`src/rtl/rob_pkg.sv`:
```
package rob_pkg;
  // strobes from control to the storage array
  typedef struct packed {
    logic allocEn;   // capture destination into tail slot
    logic wbEn;      // capture result into tagged slot
  } robStrobe_t;
endpackage

```
`src/rtl/rob_dpath.sv`:
```
module rob_dpath
  import rob_pkg::*;
#(
  parameter int DEPTH  = 8,
  parameter int DATA_W = 32,
  parameter int AREG_W = 3,
  localparam int TAG_W = $clog2(DEPTH)
) (
  input  logic              clk,
  input  logic              rstN,
  input  robStrobe_t        strobe,
  input  logic [TAG_W-1:0]  tailIdx,
  input  logic [TAG_W-1:0]  headIdx,
  input  logic [AREG_W-1:0] allocDest,
  input  logic [TAG_W-1:0]  wbTag,
  input  logic [DATA_W-1:0] wbData,
  input  logic [TAG_W-1:0]  rdTag,
  output logic [DATA_W-1:0] rdData,
  output logic [AREG_W-1:0] retDest,
  output logic [DATA_W-1:0] retData
);
  logic [AREG_W-1:0] destQ [DEPTH];
  logic [DATA_W-1:0] dataQ [DEPTH];

  for (genvar gi = 0; gi < DEPTH; gi++) begin : g_slot
    always_ff @(posedge clk) begin
      if (!rstN) begin
        destQ[gi] <= '0;
        dataQ[gi] <= '0;
      end else begin
        if (strobe.allocEn && tailIdx == TAG_W'(gi)) destQ[gi] <= allocDest;
        if (strobe.wbEn && wbTag == TAG_W'(gi))      dataQ[gi] <= wbData;
      end
    end
  end

  assign rdData  = dataQ[rdTag];
  assign retDest = destQ[headIdx];
  assign retData = dataQ[headIdx];
endmodule

```
`src/rtl/rob_ctrl.sv`:
```
module rob_ctrl
  import rob_pkg::*;
#(
  parameter int DEPTH = 8,
  localparam int TAG_W = $clog2(DEPTH),
  localparam int CNT_W = TAG_W + 1
) (
  input  logic             clk,
  input  logic             rstN,
  input  logic             flush,
  input  logic             allocReq,
  input  logic             allocHasDest,
  input  logic             wbValid,
  input  logic [TAG_W-1:0] wbTag,
  input  logic [TAG_W-1:0] rdTag,
  output logic             allocGrant,
  output logic [TAG_W-1:0] allocTag,
  output logic             full,
  output logic             rdReady,
  output logic             retValid,
  output logic             retHasDest,
  output robStrobe_t       strobe,
  output logic [TAG_W-1:0] headIdx,
  output logic [TAG_W-1:0] tailIdx
);
  logic [DEPTH-1:0] validQ, doneQ, hasDestQ;
  logic [TAG_W-1:0] headQ, tailQ;
  logic [CNT_W-1:0] countQ;
  logic allocFire, retFire, wbAccept;

  assign full      = (countQ == CNT_W'(DEPTH));
  assign allocFire = allocReq && !full && !flush;
  assign retFire   = validQ[headQ] && doneQ[headQ] && !flush;
  assign wbAccept  = wbValid && validQ[wbTag] && !flush;

  assign allocGrant = allocFire;
  assign allocTag   = tailQ;
  assign retValid   = retFire;
  assign retHasDest = hasDestQ[headQ];
  assign rdReady    = validQ[rdTag] && doneQ[rdTag];
  assign headIdx    = headQ;
  assign tailIdx    = tailQ;
  assign strobe     = '{allocEn: allocFire, wbEn: wbAccept};

  always_ff @(posedge clk) begin
    if (!rstN || flush) begin
      validQ   <= '0;
      doneQ    <= '0;
      hasDestQ <= '0;
      headQ    <= '0;
      tailQ    <= '0;
      countQ   <= '0;
    end else begin
      for (int i = 0; i < DEPTH; i++) begin
        if (retFire && headQ == TAG_W'(i)) begin
          validQ[i] <= 1'b0;
          doneQ[i]  <= 1'b0;
        end
        if (wbAccept && wbTag == TAG_W'(i)) doneQ[i] <= 1'b1;
        if (allocFire && tailQ == TAG_W'(i)) begin
          validQ[i]   <= 1'b1;
          doneQ[i]    <= 1'b0;
          hasDestQ[i] <= allocHasDest;
        end
      end
      if (allocFire) tailQ <= tailQ + 1'b1;
      if (retFire)   headQ <= headQ + 1'b1;
      countQ <= countQ + CNT_W'(allocFire) - CNT_W'(retFire);
    end
  end

  AST_TAIL_STEP: assert property (@(posedge clk) disable iff (!rstN)
    (allocFire) |=> (tailQ == $past(tailQ) + 1'b1));
  AST_NO_OVERFLOW: assert property (@(posedge clk) disable iff (!rstN)
    (countQ <= CNT_W'(DEPTH)));
  AST_FULL_HOLDS: assert property (@(posedge clk) disable iff (!rstN)
    (full && !retFire && !flush) |=> full);
  AST_WB_IGNORED: assert property (@(posedge clk) disable iff (!rstN)
    (wbValid && !validQ[wbTag]) |=> !doneQ[$past(wbTag)]);
  AST_HEAD_STEP: assert property (@(posedge clk) disable iff (!rstN)
    (retFire) |=> (headQ == $past(headQ) + 1'b1));
  AST_SLOT_FREED: assert property (@(posedge clk) disable iff (!rstN)
    (retFire) |=> !validQ[$past(headQ)]);
  AST_FLUSH_EMPTY: assert property (@(posedge clk) disable iff (!rstN)
    (flush) |=> (countQ == '0 && validQ == '0));
  AST_SWAP_COUNT: assert property (@(posedge clk) disable iff (!rstN)
    (allocFire && retFire) |=> $stable(countQ));
endmodule

```
`src/rtl/reorder_buf.sv`:
```
module reorder_buf
  import rob_pkg::*;
#(
  parameter int DEPTH  = 8,
  parameter int DATA_W = 32,
  parameter int AREG_N = 8,
  localparam int TAG_W  = $clog2(DEPTH),
  localparam int AREG_W = $clog2(AREG_N)
) (
  input  logic              clk,
  input  logic              rstN,
  input  logic              flush,
  input  logic              allocReq,
  input  logic              allocHasDest,
  input  logic [AREG_W-1:0] allocDest,
  output logic              allocGrant,
  output logic [TAG_W-1:0]  allocTag,
  output logic              full,
  input  logic              wbValid,
  input  logic [TAG_W-1:0]  wbTag,
  input  logic [DATA_W-1:0] wbData,
  input  logic [TAG_W-1:0]  rdTag,
  output logic              rdReady,
  output logic [DATA_W-1:0] rdData,
  output logic              retValid,
  output logic              retHasDest,
  output logic [AREG_W-1:0] retDest,
  output logic [DATA_W-1:0] retData
);
  robStrobe_t       strobe;
  logic [TAG_W-1:0] headIdx, tailIdx;

  rob_ctrl #(.DEPTH(DEPTH)) ctrl_i (
    .clk(clk), .rstN(rstN), .flush(flush),
    .allocReq(allocReq), .allocHasDest(allocHasDest),
    .wbValid(wbValid), .wbTag(wbTag), .rdTag(rdTag),
    .allocGrant(allocGrant), .allocTag(allocTag), .full(full),
    .rdReady(rdReady), .retValid(retValid), .retHasDest(retHasDest),
    .strobe(strobe), .headIdx(headIdx), .tailIdx(tailIdx)
  );

  rob_dpath #(.DEPTH(DEPTH), .DATA_W(DATA_W), .AREG_W(AREG_W)) dpath_i (
    .clk(clk), .rstN(rstN), .strobe(strobe),
    .tailIdx(tailIdx), .headIdx(headIdx), .allocDest(allocDest),
    .wbTag(wbTag), .wbData(wbData), .rdTag(rdTag), .rdData(rdData),
    .retDest(retDest), .retData(retData)
  );
endmodule

```
`config.mk`:
```
export PLATFORM = sky130hd
export DESIGN_NAME = reorder_buf
export DESIGN_NICKNAME = d
export VERILOG_FILES = /design/src/rtl/rob_pkg.sv /design/src/rtl/rob_dpath.sv /design/src/rtl/rob_ctrl.sv /design/src/rtl/reorder_buf.sv
export SDC_FILE = /design/constraint.sdc
export NUM_CORES = 1
export LEC_CHECK = 0
export BUFFER_PORTS_ARGS = -buffer_cell sky130_fd_sc_hd__clkbuf_2
export CORE_UTILIZATION = 41
export DETAILED_ROUTE_END_ITERATION = 10
export GPL_ROUTABILITY_DRIVEN = 0
export PLACE_DENSITY_LB_ADDON = 0.2
export RECOVER_POWER = 25
export SETUP_SLACK_MARGIN = 0.4
export SYNTH_ARGS = -nofsm -noshare
export SYNTH_HDL_FRONTEND = slang
export SYNTH_SLANG_ARGS = --single-unit
```
`constraint.sdc`:
```
create_clock -name clk -period 3.1 [get_ports clk]
set_input_delay 0.62 -clock clk [delete_from_list [all_inputs] [get_ports clk]]
set_output_delay 0.62 -clock clk [all_outputs]
set_load 0.03 [all_outputs]
```
[Yosys cells after proc, flatten, opt, wreduce, memory -nomap -nowiden]
Memory sizes are Yosys's and may differ from the RTL's. A register that Yosys moved wholly into a read port is not among the register bits.
Index checks and enable logic that the tools add are counted.
Word-level totals
  memories: 2
  input bits: 47
  flip-flop bits (word level): 34
  memory bits (writable): 280
  logic and storage cells: 241
Cells by class
  muxes and demuxes: 105
  $add $sub $neg: 4
  bitwise logic cells: 16
  order comparisons: 3
  reduce and logical (&&, ||, !) cells: 62
  equality and inequality tests: 22
Memories
  dpath_i.dataQ: words 8, width 32, rd ports 2, clocked after Yosys merged registers in 1, write ports 8, RTL line rob_dpath.sv:23  | logic [DATA_W-1:0] dataQ [DEPTH];
  dpath_i.destQ: words 8, width 3, rd ports 1, clocked after Yosys merged registers in 1, write ports 8, RTL line rob_dpath.sv:22  | logic [AREG_W-1:0] destQ [DEPTH];
Operators with widths (count)
  $mux W32: 8
  $mux W1: 79
  $eq A3 B3 Y1 const B: 12
  $mux W3: 12
  $reduce_bool A2 Y1: 16
  $logic_and A1 B1 Y1: 31
  $bmux W1 S3: 6
  $eq A3 B2 Y1 const B: 6
  $or A1 B1 Y1: 16
  $reduce_or A2 Y1: 8
  $lt A3 B4 Y1 const B: 3
  $eq A3 B1 Y1 const B: 3
  $logic_not A3 Y1: 3
  $add A3 B1 Y3 const B: 2
  $add A4 B1 Y4: 1
  $eq A4 B4 Y1 const B: 1
  $sub A4 B1 Y4: 1
  $logic_not A1 Y1: 3
  $logic_or A1 B1 Y1: 1

[Longest topological paths before layout]
Gate-level depths: netlist (run 1).
  depth in word-level cells: 9
  gate-level depth with buffers: 13

[Cells and area by module]
From an unflattened synthesis (run 1), not the netlist that was laid out.
Second synthesis, totals
  cells, all modules: 1160
  area, all modules: 16704.8 um^2
By module, submodules not included
  rob_dpath: sequential area each 8408.1 um^2, cells each 929, times used 1, area an instance 14665.3 um^2
  rob_ctrl: sequential area each 680.7 um^2, cells each 231, times used 1, area an instance 2039.5 um^2

[Worst setup path before layout (run 1)]
No wires, ideal clock.
  path type: input-to-output
  from: input rdTag[0]
  to: output rdReady
  stages on the path: 4
  data arrival time: 2226 ps
  slack: 254 ps
  data required time: 2480 ps
  path through: buf_2 > buf_2 > mux4_2 > mux2i_1
Between the ends
  word-level cells in the longest chain between the ends: 3
  elaborated cells between the ends (all ways): 5
RTL lines
  from (decl): RTL line reorder_buf.sv:22  | input logic [TAG_W-1:0] rdTag,
  $bmux W1 S3: RTL line rob_ctrl.sv:40  | assign rdReady = validQ[rdTag] && doneQ[rdTag];
  $mux W1 (not written as such): RTL line rob_ctrl.sv:40
  $logic_and A1 B1 Y1 (*): RTL line rob_ctrl.sv:40
  to (decl): RTL line reorder_buf.sv:23  | output logic rdReady,
Mark *: on every way between the ends. The rest lies on a longest branch, timed or not. The select of a mux whose other input is x is not followed.

==> results of run 1 <==
[layout make-up]
type / count / area share, %
clock buffers: 51 / 5.09
clock inverters: 12 / 0.372
inverters: 19 / 0.385
multi-input cells: 693 / 33.0
flip-flops and latches: 317 / 47.7
well taps: 511 / 3.33
repair buffers: 186 / 10.1
[flip-flops by register name, summed over array words and instances, names as in the netlist, named ones only]
| signal | flops |
|---|---|
| ctrl_i.allocTag | 3 |
| ctrl_i.countQ | 4 |
| ctrl_i.doneQ | 8 |
| ctrl_i.hasDestQ | 8 |
| ctrl_i.headIdx | 3 |
| ctrl_i.validQ | 8 |
| dpath_i.dataQ | 256 |
| dpath_i.destQ | 24 |
[layout by cell type (no fill, tap or decap), types with 4 or more instances in the layout]
master | netlist | layout
nor2_1 | 296 | 296
edfxtp_1 | 280 | 280
mux4_2 | 138 | 138
clkbuf_2 | 0 | 87
nand2_1 | 83 | 78
clkbuf_16 | 0 | 42
mux2_2 | 67 | 37
dfxtp_1 | 37 | 32
buf_6 | 1 | 31
mux2_4 | 0 | 30
buf_12 | 0 | 19
buf_4 | 1 | 18
inv_1 | 17 | 17
a21oi_1 | 16 | 16
ha_1 | 17 | 16
clkbuf_1 | 55 | 15
o21ai_0 | 13 | 13
buf_16 | 0 | 13
mux2i_1 | 12 | 11
nand3_2 | 0 | 8
nand4_1 | 6 | 8
clkinv_2 | 0 | 7
buf_8 | 0 | 6
nor2b_1 | 5 | 5
nand2_2 | 0 | 5
a31oi_1 | 4 | 4
and2_1 | 4 | 4
[metrics by stage]
stage	setup WS, ps	cell area [um^2]	cells	total power [W]	util [%]
detailed placement	324	17200	1699	0.00575	45.7
global placement	329	17200	1699	0.00574	45.7
floorplan	421	15700	1105	0.00544	-
CTS	193	18800	1779	0.00963	49.8
finish	225	19200	1789	0.00959	51.0
global route	173	19200	1789	0.00988	51.0
[power by group through the flow]
stage	Clock, W	Combinational [W]	Sequential, W
3_3_place_gp	0	0.000834	0.00490
5_1_grt	0.00411	0.000942	0.00484
2_1_floorplan	0	0.000545	0.00489
4_1_cts	0.00394	0.000875	0.00482
3_5_place_dp	0	0.000839	0.00491
6_report	0.00387	0.000893	0.00482
[repair_timing]
action / 4_1_cts / 5_1_grt
resized for setup: 49 / 126
setup buffers: 8 / 4
hold buffers: 0 / 0
cloned: 9 / 6
endpoints found under the setup margin: 59 / 52
pin swaps: 0 / 0
[layer usage]
layer,wire (um),up-vias,track usage (%)
li1,-,4454,-
met4,796,0,6.57
met3,3280,54,3.93
met1,18700,5271,31.6
met2,22000,415,38.8
met5,0,-,0
[critical path, delay by kind of cell, from the launching register on]
kind / cells / cell delay, ps
mux: 2 / 800
buf+inv: 4 / 520
flops: 1 / 410
[logic make-up (layout without fill, tap and decap cells)]
| logic type | count (synthesis) | count (layout) | share of synthesized area (%) |
|---|---|---|---|
| and+or+nand+nor | 413 | 413 | 10.4 |
| buffers and inverters | 95 | 268 | 2.47 |
| adders and majority gates | 18 | 18 | 1.48 |
| DFF | 317 | 317 | 58.2 |
| AOI/OAI and AO/OA | 40 | 40 | 1.51 |
| muxes | 219 | 219 | 25.7 |
| xor gates and xnor gates | 3 | 3 | 0.167 |
[path summary, 6_finish.rpt]
path                                 from                      endpoint
max                              register                    retDest[2]
min          ctrl_i.doneQ[2]$_SDFFE_PP0P_  ctrl_i.doneQ[2]$_SDFFE_PP0P_
max reg2reg   ctrl_i.countQ[2]$_SDFF_PP0_   ctrl_i.countQ[2]$_SDFF_PP0_
min reg2reg  ctrl_i.doneQ[2]$_SDFFE_PP0P_  ctrl_i.doneQ[2]$_SDFFE_PP0P_
==> results.py, run 1 <==
metrics = {
    "run_status": {
        "outcome": "finished clean",
    },
    "die": {
        "ios": 122,
        "die_h_um": 198,
        "die_area_um2": 39100,
        "die_x_um": 198,
        "rows": 71,
        "start_util_pct": 41.7,
        "fp.coreArea_um2": 37700,
    },
    "setup_path": {
        "ff2ff_setup_slack_ps": 480,
        "slowest_delay_ps": 490,
        "cpMostUsedCell": "buf_12",
        "required_ps": 2480,
        "start_kind": "register",
        "cp.arrival_ps": 2250,
        "cp_max_fo": 5,
        "crit_path_top_delay_cell": "mux4_2",
        "path_cells": "buf_12 -> buf_12 -> buf_16 -> mux4_2 -> mux2_4 -> buf_8",
        "rr_worst_depth": 11,
        "endpoint_kind": "output port",
        "crit_type": "reg2out",
    },
    "timing": {
        "fin_crit_ps": 2870,
        "worst_pin_slew_ps": 1230,
        "fmax_mhz": 348,
        "finalSetupViolCount": 0,
        "rsz0062_at_grt": "true",
        "fin_hold_ws_ps": 473,
        "fin_setup_tns_ps": 0,
        "fin_worst_skew_ps": 17.8,
        "hold_violations": 0,
        "final.period_utilization_pct": 92.7,
        "slew_headroom_pct": 18.0,
        "final-max-slew-violation-count": 0,
    },
    "routing": {
        "drt_iter0_markers": 977,
        "remaining_drc_errors": 0,
        "drt_wl_total_mm": 44.8,
        "postRouteAntennaNets": 0,
        "wl_per_cell_um": 25.1,
        "avgViaCountPerCell": 5.70,
        "dr.pass1.iters": 5,
        "num_vias": 10200,
    },
    "power_and_ir_drop": {
        "power_frac_clock_pct": 40.4,
        "p_int_w": 0.00733,
        "power_frac_seq_pct": 50.3,
        "ir_drop_v": 0.000315,
        "swShare_pct": 23.6,
        "p_per_area_nw_per_um2": 500,
        "netSwitchingPower_w": 0.00226,
        "power_frac_comb_pct": 9.3,
        "p_leak_nw": 6.86,
    },
    "clocking": {
        "numCtsBuffers": 36,
        "clk_pin_slew_ps": 60,
        "cts_sinks": 317,
        "root_buffer": "clkbuf_16",
        "tritoncts": "done",
        "cts_buffer_depth": 3,
        "cts.htree.levels": 2,
        "clock_latency_ps": 530,
    },
    "worst_hold_path": {
        "hp-class": "reg2reg",
        "whs_path_depth": 2,
    },
    "global_route": {
        "grt_pass1_wl_mm": 66.2,
        "grt_antenna_before_repair": 0,
        "grt_max_degree": 34,
        "grt_overflow_total": 0,
        "grt_pass1_vias": 10400,
        "grt.total_usage_pct": 23.4,
    },
    "yosys": {
        "syn-num-nets": 1170,
        "postSynth.asyncResetShare_pct": 0,
        "synth-edff-count": 280,
        "syn_area_um2": 15700,
        "synthTopCellsByArea": "edfxtp_1, mux4_2, nor2_1",
        "synth_top_flop_cell": "edfxtp_1",
        "ys_ff_latch": 317,
        "synthesis.instances": 1105,
        "yosysMostFrequentCell": "nor2_1",
        "yosysTopAreaCell": "edfxtp_1",
        "yosys_warnings": 0,
        "synth.top_cell.area_share_pct": 53.5,
        "synth.avg_cell_area_um2": 14.2,
        "synth_cell_types": 36,
        "seq_area_frac_synth_pct": 58.2,
        "synth_common_cells": "nor2_1, edfxtp_1, mux4_2",
    },
    "cells_and_area": {
        "seqCellArea_um2": 9160,
        "drive_gt1_share_pct": 36.0,
        "multiInputGateArea_um2": 6340,
        "areaGrowthSynthToFinish_pct": 22.2,
        "n_fill_cell": 3278,
        "nets": 1318,
        "antennaDiodeCount": 0,
    },
    "place": {
        "dpl.hpwl_mm": 24.6,
        "io_buffers": 121,
    },
    "job": {
        "maxCapViolations": 0,
    },
}
Power figures use the tool's default switching activity.
==> run 2, diff against run 1 <==
--- a/config.mk
+++ b/config.mk
@@ -10,7 +10,7 @@
 export DETAILED_ROUTE_END_ITERATION = 10
 export GPL_ROUTABILITY_DRIVEN = 0
 export PLACE_DENSITY_LB_ADDON = 0.2
-export RECOVER_POWER = 25
+export RECOVER_POWER = 100
 export SETUP_SLACK_MARGIN = 0.4
 export SYNTH_ARGS = -nofsm -noshare
 export SYNTH_HDL_FRONTEND = slang
==> run 2 against run 1 <==
Effect of this change: the flow now finishes with violations (max-capacitance violations, max-slew violations); sequential cell count did not move; core utilization is 0.82 points lower; via count rose by 0.28%; sequential power hardly changed; highest routed layer unchanged; design area shrank 1.6%; largest power group unchanged; combinational power is 5.4% lower.
==> results.py, run 2 (synthesis gave the netlist of run 1 again) <==
metrics = {
    "power_and_ir_drop": {
        "ir_drop_v": 0.000315,
        "p_per_area_nw_per_um2": 506,
        "fin_total_pwr_w": 0.00955,
        "p_leak_nw": 6.69,
    },
    "die": {
        "start_util_pct": 41.7,
        "die_x_um": 198,
        "fp.coreArea_um2": 37700,
        "die_area_um2": 39100,
        "ios": 122,
        "die_h_um": 198,
        "rows": 71,
    },
    "timing": {
        "fin_setup_tns_ps": 0,
        "hold_violations": 0,
        "fmax_mhz": 339,
        "fin_worst_skew_ps": 20.2,
        "worst_pin_slew_ps": 1670,
        "slew_headroom_pct": -11.3,
        "final-max-slew-violation-count": 19,
        "rsz0062_at_grt": "true",
        "final.period_utilization_pct": 95.2,
        "finalSetupViolCount": 0,
        "fin_crit_ps": 2950,
        "fin_hold_ws_ps": 472,
    },
    "setup_path": {
        "ff2ff_setup_slack_ps": 490,
        "start_kind": "input port",
        "cp.arrival_ps": 2330,
        "crit_type": "in2out",
        "required_ps": 2480,
        "cp_max_fo": 26,
        "endpoint_kind": "output port",
    },
    "cells_and_area": {
        "nets": 1318,
        "antennaDiodeCount": 0,
        "drive_gt1_share_pct": 32.4,
        "largest_register": "dpath_i.dataQ",
        "final_common_cell": "nor2_1",
        "final_cell_mix": "nor2_1, edfxtp_1, mux4_2",
        "biggestRegsByFlops": "dpath_i.dataQ x256, dpath_i.destQ x24",
        "areaGrowthSynthToFinish_pct": 20.2,
        "largest_reg_flops": 256,
    },
    "routing": {
        "drt_iter0_markers": 972,
        "remaining_drc_errors": 0,
        "dr.pass1.iters": 7,
        "avgViaCountPerCell": 5.71,
        "num_vias": 10200,
        "postRouteAntennaNets": 0,
        "wl_per_cell_um": 25.1,
        "drt_wl_total_mm": 44.8,
    },
    "clocking": {
        "tritoncts": "done",
        "cts.htree.levels": 2,
        "cts_buffer_depth": 3,
        "clock_latency_ps": 530,
        "cts_sinks": 317,
        "clk_pin_slew_ps": 60,
        "root_buffer": "clkbuf_16",
        "numCtsBuffers": 36,
        "hold_buffers": 0,
    },
    "worst_hold_path": {
        "hp-class": "reg2reg",
    },
    "global_route": {
        "grt_antenna_before_repair": 0,
        "grt_max_degree": 34,
        "grt_overflow_total": 0,
        "grt_pass1_vias": 10400,
        "grt.total_usage_pct": 23.4,
        "grt_pass1_wl_mm": 66.2,
    },
    "place": {
        "dpl.hpwl_mm": 24.6,
        "io_buffers": 121,
    },
    "run_status": {
        "violations": "max-capacitance violations, max-slew violations",
        "outcome": "complete, but fails checks",
    },
    "job": {
        "maxCapViolations": 1,
    },
}
-- run 2: cell types whose count changed in the layout (fill, tap and decap cells not counted), moves of 4 or more --
cell | before | now
buf_12 | 19 | 12
buf_4 | 18 | 11
buf_6 | 31 | 22
clkbuf_1 | 15 | 40
mux2_1 | 0 | 17
mux2_2 | 37 | 33
mux2_4 | 30 | 17
-- run 2: routing by layer --
metal	wire length [um]	part of all wire, %	vias up	GRT usage (%)
met2	21900	49	447	38.8
li1	-	-	4448	-
met4	878	2.0	0	6.57
met1	18600	41	5269	31.6
met3	3410	7.6	59	3.93
met5	0	0	-	0
-- run 2: area by class of cell --
class | count | area (um^2)
clock buffers | 51 | 977
clock inverters | 12 | 71.3
fillers | 3316 | 18800
inverters | 19 | 73.8
multi-input cells | 693 | 6280
flip-flops and latches | 317 | 9160
well taps | 511 | 639
repair buffers | 186 | 1680
-- run 2: final timing paths --
| path | to | cells after the start | from |
|---|---|---|---|
| worst max-delay path | rdData[5] | 5 | rdTag[1] |
| worst min-delay path | ctrl_i.doneQ[2]$_SDFFE_PP0P_ | 2 | ctrl_i.doneQ[2]$_SDFFE_PP0P_ |
| worst max register to register | ctrl_i.countQ[2]$_SDFF_PP0_ | 10 | ctrl_i.headIdx[0]$_SDFFE_PP0P_ |
| worst min register to register | ctrl_i.doneQ[2]$_SDFFE_PP0P_ | 2 | ctrl_i.doneQ[2]$_SDFFE_PP0P_ |
-- run 2: worst max-delay path: stages --
cell,delay (ps)
clkbuf_2,240
clkbuf_4,520
mux4_2,370
mux2_1,350
clkbuf_2,200
-- run 2: timing repair --
item | CTS | global route
resized for setup | 49 | 126
endpoints found under the setup margin | 59 | 52
endpoints found under the hold margin | 0 | 0
setup buffers | 8 | 4
gates cloned | 9 | 6
-- run 2: power breakdown --
part / internal [W] / switching [W] / total, W
Clock: 0.00220 / 0.00168 / 0.00388
Combinational: 0.000324 / 0.000521 / 0.000845
Sequential: 0.00476 / 0.0000618 / 0.00483
Total: 0.00729 / 0.00226 / 0.00955
-- run 2: stage by stage --
step	cells	utilization (%)	setup slack, ps	area, um^2
after detailed placement	1699	45.7	324	17200
after CTS	1779	49.8	193	18800
final	1789	50.1	150	18900
after global placement	1699	45.7	329	17200
after floorplan	1105	-	421	15700
after global routing	1789	50.1	99.1	18900
==> run 3, diff against run 2 <==
--- a/config.mk
+++ b/config.mk
@@ -7,11 +7,13 @@
 export LEC_CHECK = 0
 export BUFFER_PORTS_ARGS = -buffer_cell sky130_fd_sc_hd__clkbuf_2
 export CORE_UTILIZATION = 41
+export CTS_BUF_LIST = sky130_fd_sc_hd__clkbuf_4 sky130_fd_sc_hd__clkbuf_8 sky130_fd_sc_hd__clkbuf_16
 export DETAILED_ROUTE_END_ITERATION = 10
 export GPL_ROUTABILITY_DRIVEN = 0
 export PLACE_DENSITY_LB_ADDON = 0.2
 export RECOVER_POWER = 100
 export SETUP_SLACK_MARGIN = 0.4
+export SLEW_MARGIN = 20
 export SYNTH_ARGS = -nofsm -noshare
 export SYNTH_HDL_FRONTEND = slang
 export SYNTH_SLANG_ARGS = --single-unit
==> run 3 against run 2 <==
Effect of this change: clock power grew 3%; first-iteration DRC count shrank 11%; clock-buffer cell count is the same; core utilization is essentially flat; the run still ends with max-capacitance violations, max-slew violations left; design area is essentially flat; cell count shrank 0.11%; via count shrank 0.85%; worst setup slack lost 35 ps; largest power group unchanged; sequential share of layout area is essentially flat; die area is the same.
==> results.py, run 3 (synthesis gave the netlist of run 1 again) <==
metrics = {
    "power_and_ir_drop": {
        "power_frac_comb_pct": 8.8,
        "p_int_w": 0.00740,
        "netSwitchingPower_w": 0.00225,
        "ir_drop_v": 0.000315,
        "p_per_area_nw_per_um2": 511,
        "power_frac_seq_pct": 50.0,
        "power_frac_clock_pct": 41.3,
        "p_leak_nw": 6.72,
        "swShare_pct": 23.3,
    },
    "worst_hold_path": {
        "hp-class": "reg2reg",
    },
    "setup_path": {
        "crit_path_top_delay_cell": "clkbuf_4",
        "endpoint_kind": "output port",
        "cp.arrival_ps": 2370,
        "crit_type": "in2out",
        "path_cells": "clkbuf_2 -> clkbuf_4 -> mux4_2 -> mux2_1 -> clkbuf_2",
        "path_buf_inv": 3,
        "cp_max_fo": 26,
        "crit_family": "buffers and inverters",
        "slowest_delay_ps": 530,
        "start_kind": "input port",
        "cpMostUsedCell": "clkbuf_2",
        "required_ps": 2480,
    },
    "timing": {
        "fin_setup_tns_ps": 0,
        "fin_crit_ps": 2990,
        "slew_headroom_pct": -8.82,
        "finalSetupViolCount": 0,
        "worst_pin_slew_ps": 1630,
        "hold_violations": 0,
        "final.period_utilization_pct": 96.3,
        "rsz0062_at_grt": "true",
        "fmax_mhz": 335,
        "fin_worst_skew_ps": 20.2,
        "final-max-slew-violation-count": 19,
    },
    "clocking": {
        "cts.htree.levels": 2,
        "cts_sinks": 317,
        "cts_buffer_depth": 3,
        "root_buffer": "clkbuf_16",
        "tritoncts": "done",
        "clk_pin_slew_ps": 60,
        "numCtsBuffers": 36,
        "hold_buffers": 0,
        "clock_latency_ps": 530,
    },
    "die": {
        "rows": 71,
        "start_util_pct": 41.7,
        "ios": 122,
        "die_x_um": 198,
        "die_area_um2": 39100,
        "die_h_um": 198,
        "fp.coreArea_um2": 37700,
    },
    "cells_and_area": {
        "largest_register": "dpath_i.dataQ",
        "biggestRegsByFlops": "dpath_i.dataQ x256, dpath_i.destQ x24",
        "n_fill_cell": 3300,
        "largest_reg_flops": 256,
        "antennaDiodeCount": 0,
        "areaGrowthSynthToFinish_pct": 20.3,
        "final_area_um2": 18900,
        "utilization_pct": 50.2,
        "final_common_cell": "nor2_1",
        "final_cell_mix": "nor2_1, edfxtp_1, mux4_2",
        "nets": 1316,
        "drive_gt1_share_pct": 33.3,
    },
    "global_route": {
        "grt_max_degree": 34,
        "grt_antenna_before_repair": 0,
        "grt_overflow_total": 0,
        "grt.total_usage_pct": 23.3,
        "grt_pass1_wl_mm": 66.2,
        "grt_pass1_vias": 10300,
    },
    "place": {
        "dpl.hpwl_mm": 24.6,
        "placed_cell_area_um2": 17200,
        "io_buffers": 121,
    },
    "routing": {
        "dr.pass1.iters": 5,
        "postRouteAntennaNets": 0,
        "drt_iter0_markers": 869,
        "wl_per_cell_um": 25.1,
        "drt_wl_total_mm": 44.9,
        "avgViaCountPerCell": 5.67,
        "num_vias": 10100,
        "remaining_drc_errors": 0,
    },
    "job": {
        "maxCapViolations": 1,
    },
    "run_status": {
        "violations": "max-capacitance violations, max-slew violations",
        "outcome": "complete, but fails checks",
    },
}
-- run 3: changes by cell type in the layout (fill, tap and decap cells not counted) --
cell	previous run	this run
clkbuf_1	40	27
clkbuf_4	5	18
buf_12	12	10
buf_6	22	23
clkbuf_2	86	85
-- run 3: layer usage --
layer  global-route usage [%]  part of all wire (%)  up-vias
li1                         -                     -     4443
met1                     31.8                    42     5209
met2                     38.7                    49      420
met3                     3.93                   7.3       64
met4                     6.52                   2.2        0
met5                        0                     0        -
-- run 3: cell type report --
type                       count  area (um^2)  share of cell area, %
clock buffer                  51         1030                   5.43
clock inverter                12         71.3                  0.377
inverter                      19         73.8                  0.391
multi-input combinational    693         6280                   33.2
sequential                   317         9160                   48.5
tap                          511          639                   3.38
timing repair buffer         184         1650                   8.73
-- run 3: repair_timing --
item	in CTS	in global routing
setup buffers	8	2
endpoints found under the setup margin	59	52
pin swaps	0	0
gates cloned	9	6
gates resized for setup	49	126
hold endpoints to repair	0	0
-- run 3: stage by stage --
step | hold WS (ps) | std cells | worst slack, ps | power, W
CTS | 470 | 1779 | 193 | 0.00974
finish | 472 | 1787 | 114 | 0.00966
floorplan | 450 | 1105 | 421 | 0.00544
global route | 470 | 1787 | 97.0 | 0.00996
global placement | 456 | 1699 | 329 | 0.00574
detailed placement | 462 | 1699 | 324 | 0.00575
-- run 3: worst paths after layout --
check	slack, ps	cells past startpoint	end	start
setup / recovery	110	5	rdData[5]	rdTag[1]
hold / removal	470	2	ctrl_i.doneQ[2]$_SDFFE_PP0P_	ctrl_i.doneQ[2]$_SDFFE_PP0P_
setup reg to reg	490	10	ctrl_i.countQ[2]$_SDFF_PP0_	ctrl_i.headIdx[0]$_SDFFE_PP0P_
hold reg to reg	470	2	ctrl_i.doneQ[2]$_SDFFE_PP0P_	ctrl_i.doneQ[2]$_SDFFE_PP0P_
-- run 3: tightest hold or removal path: stages, from the launching register on --
cell and delay, ps:
dfxtp_1 300, o21ai_0 60, a21oi_1 60
-- run 3: power by group through the flow --
stage | combinational, W | clock, W | sequential, W
floorplan | 0.000545 | 0 | 0.00489
global placement | 0.000834 | 0 | 0.00490
detailed placement | 0.000839 | 0 | 0.00491
CTS | 0.000875 | 0.00405 | 0.00482
global route | 0.000894 | 0.00422 | 0.00484
finish | 0.000845 | 0.00399 | 0.00483
